[config.mk]
export PLATFORM = sky130hd
export DESIGN_NAME = zlos_detector
export DESIGN_NICKNAME = d
export VERILOG_FILES = /design/src/rtl/zlos_pkg.sv /design/src/rtl/zlos_regs.sv /design/src/rtl/zlos_run_counter.sv /design/src/rtl/zlos_detector.sv
export SDC_FILE = /design/constraint.sdc
export NUM_CORES = 1
export LEC_CHECK = 0
export BUFFER_PORTS_ARGS = -buffer_cell sky130_fd_sc_hd__buf_2
export CORE_UTILIZATION = 40
export DETAILED_ROUTE_END_ITERATION = 8
export PLACE_DENSITY = 0.62
export SETUP_SLACK_MARGIN = 0.4
export SLEW_MARGIN = 20
export SYNTH_ARGS = -nofsm -noshare
export SYNTH_HDL_FRONTEND = slang
export SYNTH_SLANG_ARGS = --single-unit
[constraint.sdc]
create_clock -name clk -period 2.4 [get_ports clk]
set_input_delay 0.36 -clock clk [delete_from_list [all_inputs] [get_ports clk]]
set_output_delay 0.36 -clock clk [all_outputs]
set_load 0.01 [all_outputs]
[src/rtl/zlos_pkg.sv]
package zlos_pkg;

    // Widths of the datapath and register port
    localparam int unsigned ZL_DATA_W   = 8;
    localparam int unsigned ZL_CNT_W    = 16;
    localparam int unsigned ZL_ADDR_W   = 2;
    localparam int unsigned ZL_THR_BYTES = ZL_CNT_W / ZL_DATA_W;
    localparam int unsigned ZL_STATUS_ADDR = ZL_THR_BYTES;
    localparam logic [ZL_CNT_W-1:0] ZL_DEF_THR = 16'h0288;

    typedef logic [ZL_DATA_W-1:0] zl_byte_t;
    typedef logic [ZL_CNT_W-1:0]  zl_count_t;
    typedef logic [ZL_ADDR_W-1:0] zl_addr_t;

    // One register write request
    typedef struct packed {
        logic     en;
        zl_addr_t addr;
        zl_byte_t data;
    } zl_wr_t;

    // One received byte with its qualifier
    typedef struct packed {
        logic     vld;
        zl_byte_t data;
    } zl_rx_t;

    // Saturating increment of the run count
    function automatic zl_count_t zl_sat_inc(input zl_count_t c);
        return (c == '1) ? c : c + zl_count_t'(1);
    endfunction

    // A zero threshold is treated as one
    function automatic zl_count_t zl_eff_thr(input zl_count_t t);
        return (t == '0) ? zl_count_t'(1) : t;
    endfunction

endpackage

[src/rtl/zlos_regs.sv]
module zlos_regs
    import zlos_pkg::*;
#(
    parameter zl_count_t RESET_THR = ZL_DEF_THR
) (
    input  logic      clk,
    input  logic      rst,
    input  zl_wr_t    wr,
    input  zl_addr_t  rd_addr,
    input  logic      defect,
    output zl_count_t thr,
    output zl_byte_t  rdata
);
    // Byte slot 0 is the least significant byte of the threshold
    zl_byte_t thr_b [ZL_THR_BYTES];

    always_ff @(posedge clk) begin
        if (rst) begin
            for (int i = 0; i < ZL_THR_BYTES; i++)
                thr_b[i] <= RESET_THR[i*ZL_DATA_W +: ZL_DATA_W];
        end else if (wr.en) begin
            for (int k = 0; k < ZL_THR_BYTES; k++)
                if (wr.addr == zl_addr_t'(k))
                    thr_b[ZL_THR_BYTES-1-k] <= wr.data;
        end
    end

    // Pack the byte slots into the threshold word
    for (genvar g = 0; g < ZL_THR_BYTES; g++) begin : g_pack
        assign thr[g*ZL_DATA_W +: ZL_DATA_W] = thr_b[g];
    end

    always_comb begin
        rdata = '0;
        for (int k = 0; k < ZL_THR_BYTES; k++)
            if (rd_addr == zl_addr_t'(k))
                rdata = thr_b[ZL_THR_BYTES-1-k];
        if (rd_addr == zl_addr_t'(ZL_STATUS_ADDR))
            rdata = {{(ZL_DATA_W-1){1'b0}}, defect};
    end

endmodule

[src/rtl/zlos_run_counter.sv]
module zlos_run_counter
    import zlos_pkg::*;
(
    input  logic      clk,
    input  logic      rst,
    input  zl_rx_t    rx,
    input  zl_count_t thr,
    output zl_count_t cnt,
    output logic      defect
);
    zl_count_t cnt_q;

    always_ff @(posedge clk) begin
        if (rst)
            cnt_q <= '0;
        else if (rx.vld) begin
            if (rx.data == '0)
                cnt_q <= zl_sat_inc(cnt_q);
            else
                cnt_q <= '0;
        end
    end

    assign cnt    = cnt_q;
    assign defect = (cnt_q >= zl_eff_thr(thr));

endmodule

[src/rtl/zlos_detector.sv]
module zlos_detector
    import zlos_pkg::*;
#(
    parameter zl_count_t RESET_THR = ZL_DEF_THR
) (
    input  logic                 clk,
    input  logic                 rst,
    input  logic                 byte_vld,
    input  logic [ZL_DATA_W-1:0] byte_in,
    input  logic                 reg_wr,
    input  logic [ZL_ADDR_W-1:0] reg_addr,
    input  logic [ZL_DATA_W-1:0] reg_wdata,
    output logic [ZL_DATA_W-1:0] reg_rdata,
    output logic                 los_defect
);
    zl_wr_t    wr_req;
    zl_rx_t    rx_byte;
    zl_count_t thr_val;
    zl_count_t run_cnt;
    logic      defect_w;

    assign wr_req  = '{en: reg_wr, addr: reg_addr, data: reg_wdata};
    assign rx_byte = '{vld: byte_vld, data: byte_in};

    zlos_regs #(.RESET_THR(RESET_THR)) u_regs (
        .clk     (clk),
        .rst     (rst),
        .wr      (wr_req),
        .rd_addr (reg_addr),
        .defect  (defect_w),
        .thr     (thr_val),
        .rdata   (reg_rdata)
    );

    zlos_run_counter u_run (
        .clk    (clk),
        .rst    (rst),
        .rx     (rx_byte),
        .thr    (thr_val),
        .cnt    (run_cnt),
        .defect (defect_w)
    );

    assign los_defect = defect_w;

endmodule

# After elaboration in Yosys (flattened, before gate mapping)
# Memories as Yosys holds them, arrays and structs flattened.
# Index checks and enable logic that the tools add are counted.
[op_classes] order_cmp=1 n_reduce_logical=4 n_mux=18 addsub=1 n_bitwise=2 eq_ne=4
[ops] operator="16-bit two-way mux" n=3
[ops] operator="8-bit two-way mux" n=5
[ops] operator="16-bit by 1-bit adder with 16-bit output (second input constant)" n=1
[ops] operator="16-bit equality test (second input constant)" n=1
[ops] operator="16-bit greater-or-equal comparator" n=1
[ops] operator="16-bit zero test" n=1
[ops] operator="1-bit two-way mux" n=10
[ops] operator="8-bit zero test" n=1
[ops] operator="2-bit by 1-bit equality test with 1-bit output (second input constant)" n=1
[ops] operator="2-bit equality test (second input constant)" n=1
[ops] operator="2-bit zero test" n=1
[ops] operator="2-bit inequality test (second input constant)" n=1
[ops] operator="1-bit OR" n=2
[ops] operator="2-bit AND reduction" n=1
[totals] ram_bits=16 regBits=16 output_inout_bits=9 memories=1
[mem_list] name="u_regs.thr_b" words=2 word_bits=8 read_ports=2 rd_clocked_by_memory_dff=0 wr=2 line="zlos_regs.sv:15" text="zl_byte_t thr_b [ZL_THR_BYTES];"

# Longest topological paths before layout
# Gate-level depths: netlist of the first run.
[logic_depth] depth_word=6 mapped_depth=8

# Hierarchy
# From an unflattened synthesis of the first run, not the netlist that was laid out.
[hier_totals] hier_cells=234 hier_area_um2=2180.8
[modules_own_cells] module="zlos_run_counter" instances=1 cells_per_inst=182 seq_area_each_um2=320.3 area_each_um2=1455.1
[modules_own_cells] module="zlos_regs" instances=1 cells_per_inst=52 seq_area_each_um2=480.5 area_each_um2=725.7

# Least setup slack after synthesis of the first run
# OpenSTA, ideal clock, no wires.
[synth_timing] kind="reg2out" start="memory u_regs.thr_b[0][3] (netlist bit)" end="output port reg_rdata[0]" stages_incl_launch_ff=9 path_buffers=0 setup_slack_ps=167 t_arrival_ps=1873 cell_sequence="edfxtp_1 > nor4_1 > a41o_1 > ha_1 > a31oi_1 > nor2b_1 > o31ai_1 > o211ai_1 > a31o_1"
[synth_rtl] element="from (decl)" line="zlos_regs.sv:15"
[synth_rtl] element="to (decl)" line="zlos_detector.sv:13" text="output logic [ZL_DATA_W-1:0] reg_rdata,"

==> results.yml, run 1 <==
yosys:
  synth.cell_area_um2: 2077
  synth_cells: 236
  yosysTopAreaCell: "edfxtp_1"
  synth_area_leaders: "edfxtp_1 (23%), dfxtp_1 (15%), ha_1 (10%), a21oi_1 (5.8%), nor2_1 (3.6%)"
  synth_enable_flop_cells: 16
  syn_avg_cell_area_um2: 8.801
  ys_seq_elements: 32
  yosysSeqAreaShare: 0.3855
  yosys_warnings: 0
  synth_top_area_frac: 0.2313
  ys.flop_type: "edfxtp_1"
  async_flop_share: 0
  synth_nets: 275
  synth_cell_type_count: 44
route:
  antenna_left: 0
  dr.pass1.iters: 4
  route.detailed.drc: 0
  routedWlPerCell_um: 14.51
  drt-vias-per-instance: 5.443
  routed-via-count: 1894
  wirelength_mm: 5.049
  first_iter_violations: 102
power:
  total_power_mw: 1.168
  leakage_nw: 1.054
  cellPowerDensity_nw_per_um2: 469.8
  ir_drop_v: 0.0003170
global_route:
  track_usage: 0.2083
  met1_usage: 0.2758
  grt_max_degree: 25
  grt_pass1_vias: 1843
  met2_usage: 0.3323
  grt_pass1_wl_mm: 8.680
  met3_usage: 0.04743
  grt_antenna_before_repair: 0
  grt-busiest-layer: "met2"
  grt_overflow_total: 0
clock_tree:
  clock_path_buffers: 2
  tritoncts: "done"
  cts_max_level: 2
  path_clk_slew_ns: 0.06
  cts-root-buf: "clkbuf_8"
  cts_buffers: 5
  clk-insertion-delay-late_ns: 0.28
  numClockSinks: 32
outcome:
  status: "finished with violations"
  failed_checks: "negative setup slack"
sta:
  setup_violations: 2
  max_freq_mhz: 373.9
  layout_setup_ws_ns: -0.2747
  relSlewSlack: 0.7031
  clock_skew_ns: 0.007138
  rsz0062_at_grt: "true"
  fin_crit_sh: 1.114
  max_slew.worst_pin.slew_ns: 0.4441
  hold_viol_final: 0
  post-route-min-period_ns: 2.675
  drv_slew: 0
die:
  pin_count: 31
  core-area_um2: 4848
  die_x_um: 74.06
  dieArea_um2: 5485
  initial_utilization: 0.4284
  die_h_um: 74.06
  rows: 25
setup_path:
  critPathArrivalTime_ns: 2.31
  critPathLaunchType: "flip-flop"
  cp_max_fo: 2
  ff2ff_setup_slack_ns: 0.57
  r2r-end: "u_run.cnt[13]"
  cp-endpoint: "reg_rdata[0]"
  required_ns: 2.04
  rr_startpoint: "u_run.cnt[1]"
  cp-startpoint: "u_regs.thr_b[0][5]"
  cp-end-kind: "output port"
  r2r_cells: 6
  path_class: "reg -> out"
cells_and_area:
  area_growth_pct: 19.64
  nFillCells: 455
  multi_input_area_um2: 1194
  ff_latch_area_um2: 800.8
  final_layout_size_suffix_gt1_frac: 0.2064
  diodes: 0
  final_area_um2: 2485
  final_common_cell: "buf_2"
  utilization: 0.5125
  mostFrequentLayoutCells: "buf_2 (30), a21oi_1 (24), nor2_1 (20)"
  fin_nets: 319
place:
  routabilityCongestion: 0.8312
  post-dp-hpwl_mm: 3.917
  port_buffers: 30
  placed_cell_area_um2: 2380
flow_run:
  maxCapViolCount: 0
hold_path:
  hold_path.class: "in -> reg"
[layer usage]
| layer | vias to the layer above | part of all wire |
|---|---|---|
| li1 | 969 | - |
| met1 | 875 | 0.48 |
| met2 | 39 | 0.46 |
| met3 | 11 | 0.036 |
| met4 | 0 | 0.019 |
| met5 | - | 0 |
[cell type report]
type | instances | share of cell area
inverter | 19 | 0.02870
tap | 67 | 0.03374
timing repair buffer | 44 | 0.1027
sequential | 32 | 0.3223
clock inverter | 1 | 0.001511
clock buffer | 7 | 0.03072
multi-input combinational | 178 | 0.4804
[worst min path at each step]
stage / startpoint / endpoint / slack (ns) / cells after the start
5_1_grt: reg_wdata[1] / u_regs.thr_b[0][9] / 0.35 / 2
6_report: reg_wdata[7] / u_regs.thr_b[0][7] / 0.35 / 2
2_1_floorplan: u_run.cnt[9] / u_run.cnt[9] / 0.47 / 2
4_1_cts: reg_wdata[7] / u_regs.thr_b[0][7] / 0.35 / 2
3_5_place_dp: u_run.cnt[10] / u_run.cnt[10] / 0.51 / 2
3_3_place_gp: u_run.cnt[9] / u_run.cnt[9] / 0.51 / 2
[registers in the layout, summed over array words and instances, names as in the netlist]
name          count
u_regs.thr_b     16
u_run.cnt        16
[metrics by stage]
step	instances	worst slack (ns)	hold WS, ns	setup TNS [ns]
after floorplan	236	0.2060	0.4730	0
after global placement	339	0.01963	0.5064	0
after detailed placement	339	-0.05455	0.5141	-0.05455
after CTS	347	-0.3406	0.3505	-0.5218
after global routing	348	-0.4493	0.3520	-0.7283
final	348	-0.2747	0.3547	-0.3918
[cell families (layout without fill, tap and decap cells)]
| group | Yosys count | after routing | synth area share |
|---|---|---|---|
| adders and majority gates | 17 | 17 | 0.1024 |
| AOI/OAI and AO/OA | 60 | 60 | 0.1717 |
| and+or+nand+nor | 94 | 94 | 0.2584 |
| muxes | 7 | 7 | 0.03374 |
| buffers and inverters | 26 | 71 | 0.04819 |
| DFF | 32 | 32 | 0.3855 |
[synthesized netlist by cell type, types with 2 or more instances]
cell type  number
a22oi_1         2
and4_1          4
nand4_1         5
o21bai_1        2
a21oi_1        24
a211oi_1        3
nand2_1        15
nor2_1         20
ha_1           17
mux2i_1         7
o31ai_1         2
or3_1           4
a31oi_1         5
and2_1         11
edfxtp_1       16
buf_2           2
dfxtp_1        16
nor2b_1         2
inv_1          19
nor4_1          5
nor4_2          2
o21ai_0         8
nand3_1         7
nor3_1          2
clkbuf_1        5
o21ai_1         7
or4_1           4
and3_1          4
[timing repair]
action	in CTS	in global routing
pin swaps	0	0
hold buffers	0	0
buffers inserted	0	1
gates resized for setup	2	1
setup endpoints to repair	2	2
[critical path, cell delays in order (launching register included)]
cell and delay, ns:
edfxtp_1 0.40, nor4_2 0.32, a41o_1 0.21, ha_1 0.22, a31oi_1 0.13, nor2b_1 0.07, o31ai_2 0.19, o211ai_1 0.16
a31o_1 0.20, buf_2 0.13
[power breakdown]
part           leakage [nW]  switching (mW)  internal [mW]
registers             0.286          0.0168          0.598
clock network        0.0399           0.196          0.202
logic                 0.728          0.0836         0.0720
(Power assumes the default switching activity.)
==> run 2, diff against run 1 <==
--- a/config.mk
+++ b/config.mk
@@ -5,6 +5,7 @@
 export SDC_FILE = /design/constraint.sdc
 export NUM_CORES = 1
 export LEC_CHECK = 0
+export ABC_AREA = 1
 export BUFFER_PORTS_ARGS = -buffer_cell sky130_fd_sc_hd__buf_2
 export CORE_UTILIZATION = 40
 export DETAILED_ROUTE_END_ITERATION = 8
==> run 2 against run 1 <==
Global-route usage shrank 1.3 points. The flow still finishes with violations (negative setup slack). Setup slack gained 0.21 ns. First-iteration DRC count grew 58%. Total power grew 8.6%. Highest routed layer unchanged.
==> results.yml, run 2 <==
outcome:
  status: "finished with violations"
  failed_checks: "negative setup slack"
yosys:
  ys.flop_type: "edfxtp_1"
  synth_enable_flop_cells: 16
  yosys_warnings: 0
  synth.cell_area_um2: 2218
  synth_area_leaders: "edfxtp_1 (22%), dfxtp_1 (14%), nand2_1 (13%), ha_1 (9.6%), inv_1 (8.8%)"
  syn_avg_cell_area_um2: 7.321
  synth_top_area_frac: 0.2166
  yosysTopAreaCell: "edfxtp_1"
  yosysMostFrequentCell: "nand2_1"
  yosysSeqAreaShare: 0.3610
  synth_cell_type_count: 28
  async_flop_share: 0
  yosys-top-cells-count: "nand2_1 (74), inv_1 (52), nor2_1 (47)"
  ys_seq_elements: 32
  synth_cells: 303
  synth_nets: 342
route:
  dr.pass1.iters: 6
  wirelength_mm: 5.104
  antenna_left: 0
  routed-via-count: 2022
  first_iter_violations: 161
  routedWlPerCell_um: 12.36
  route.detailed.drc: 0
  drt-vias-per-instance: 4.896
global_route:
  grt_overflow_total: 0
  grt_pass1_vias: 1965
  grt_antenna_before_repair: 0
  grt_max_degree: 12
  grt_pass1_wl_mm: 8.859
  track_usage: 0.1952
hold_path:
  hold_path.class: "in -> reg"
sta:
  post-route-min-period_ns: 2.469
  max_freq_mhz: 405.0
  max_slew.worst_pin.slew_ns: 0.7345
  setup_violations: 1
  clock_skew_ns: 0.008332
  relSlewSlack: 0.5071
  fin_crit_sh: 1.029
  drv_slew: 0
  hold_viol_final: 0
  hold_slack_ns: 0.3504
  layout_setup_ws_ns: -0.06888
  rsz0062_at_grt: "true"
clock_tree:
  cts_buffers: 5
  cts_max_level: 2
  clock_path_buffers: 2
  clk-insertion-delay-late_ns: 0.30
  tritoncts: "done"
  cts-root-buf: "clkbuf_8"
  path_clk_slew_ns: 0.07
  numClockSinks: 32
cells_and_area:
  area_growth_pct: 17.65
  final_common_cell: "nand2_1"
  final_area_um2: 2610
  multi_input_area_um2: 1224
  diodes: 0
  nFillCells: 512
  final_layout_size_suffix_gt1_frac: 0.1633
  mostFrequentLayoutCells: "nand2_1 (73), inv_1 (52), nor2_1 (47)"
  ff_latch_area_um2: 800.8
  fin_nets: 381
place:
  placed_cell_area_um2: 2472
  dp_worst_setup_slack_ns: 0.1944
  post-dp-hpwl_mm: 4.067
  port_buffers: 30
  routabilityCongestion: 0.8639
power:
  cellPowerDensity_nw_per_um2: 485.6
  power.share.sequential: 0.484
  clkPwrFrac: 0.403
  intPower_uw: 956.2
  total_power_mw: 1.267
  leakage_nw: 1.257
  ir_drop_v: 0.0002707
  power_frac_comb: 0.114
  netSwitchingFraction: 0.2455
  p_switching_uw: 311.2
setup_path:
  crit_buf_inv: 1
  slowest_delay_ns: 0.43
  path_cells: "nor4_4, nand4_1, nand2_1, ha_1, nand2_1, nor2_1, nor2_1, nand2_1, nand2_1, nand2_1, nand2_1, nand2_2, nand2_1, nand2_1, buf_2"
  path_class: "reg -> out"
  critPathLaunchType: "flip-flop"
  worst_path_most_repeated_cell: "nand2_1"
  critPathArrivalTime_ns: 2.11
  required_ns: 2.04
  cp_max_fo: 2
  cp-end-kind: "output port"
  cpLargestDelayFamily: "simple AND/OR/NAND/NOR gates"
  critical-path-slowest-cell: "edfxtp_1"
die:
  rows: 26
  initial_utilization: 0.4236
  die_h_um: 76.47
  pin_count: 31
  dieArea_um2: 5848
  die_x_um: 76.47
  core-area_um2: 5238
flow_run:
  maxCapViolCount: 0
[run 2: cell count changes after synthesis, sizes merged, moves of 5 or more]
cell / delta
xor2: +5
a31oi: -5
mux2i: -7
nor2: +31
inv: +34
o22ai: +8
o21ai: -10
a21oi: -9
and2: -11
nand2: +61
nand3: +8
[run 2: cell type report]
class / instances / area share
multi-input combinational: 215 / 0.4688
sequential: 32 / 0.3068
inverter: 53 / 0.07814
timing repair buffer: 35 / 0.07191
tap: 70 / 0.03356
clock buffer: 5 / 0.02637
clock inverter: 3 / 0.01438
[run 2: final timing paths]
path,start,to,slack [ns],depth (start not counted)
setup / recovery,u_regs.thr_b[0][11],reg_rdata[0],-0.07,15
hold / removal,reg_wdata[3],u_regs.thr_b[0][3],0.35,3
setup reg to reg,u_run.cnt[1],u_run.cnt[13],0.77,9
hold reg to reg,u_run.cnt[1],u_run.cnt[1],0.50,2
[run 2: cell families (layout without fill, tap and decap cells)]
| family | after synthesis | after routing | share of synthesized area |
|---|---|---|---|
| AOI/OAI and AO/OA | 31 | 31 | 0.07783 |
| xor gates and xnor gates | 8 | 8 | 0.03159 |
| adders and majority gates | 17 | 17 | 0.09588 |
| buffers and inverters | 56 | 96 | 0.09814 |
| DFF | 32 | 32 | 0.3610 |
| and+or+nand+nor | 159 | 159 | 0.3356 |
[run 2: layer usage]
| layer | wire, um | share of wire | global-route usage |
|---|---|---|---|
| met1 | 2251 | 0.44 | 0.2372 |
| met2 | 2530 | 0.50 | 0.3387 |
| met3 | 246 | 0.048 | 0.03593 |
| met4 | 76 | 0.015 | 0.07692 |
| met5 | 0 | 0 | 0 |
[run 2: power by group through the flow]
stage	Sequential (mW)	Clock (mW)	Combinational, mW
after floorplan	0.617	0	0.0902
after global placement	0.619	0	0.141
after detailed placement	0.621	0	0.143
after CTS	0.611	0.523	0.144
after global routing	0.615	0.547	0.167
final	0.613	0.510	0.144
[run 2: timing repair]
action	CTS	global route
pin swaps	0	0
gates resized for setup	2	2
hold buffers	0	0
setup endpoints to repair	2	2
buffers inserted	0	1
[run 2: through the flow]
step / instances / util / TNS (ns)
finish: 413 / 0.4983 / -0.06888
global route: 413 / 0.4983 / -0.4204
CTS: 412 / 0.4947 / -0.09301
detailed placement: 404 / 0.4721 / 0
global placement: 404 / 0.4721 / 0
floorplan: 303 / - / 0
[run 2: worst reg2reg max path, cell delays in order, from the launching register on]
cell and delay [ns]:
dfxtp_1 0.40, ha_1 0.32, nand3_4 0.14, nor2_4 0.14
nand3_4 0.16, nand2_8 0.15, inv_6 0.06, nor2_8 0.10
nand2_1 0.06, nand2_1 0.06
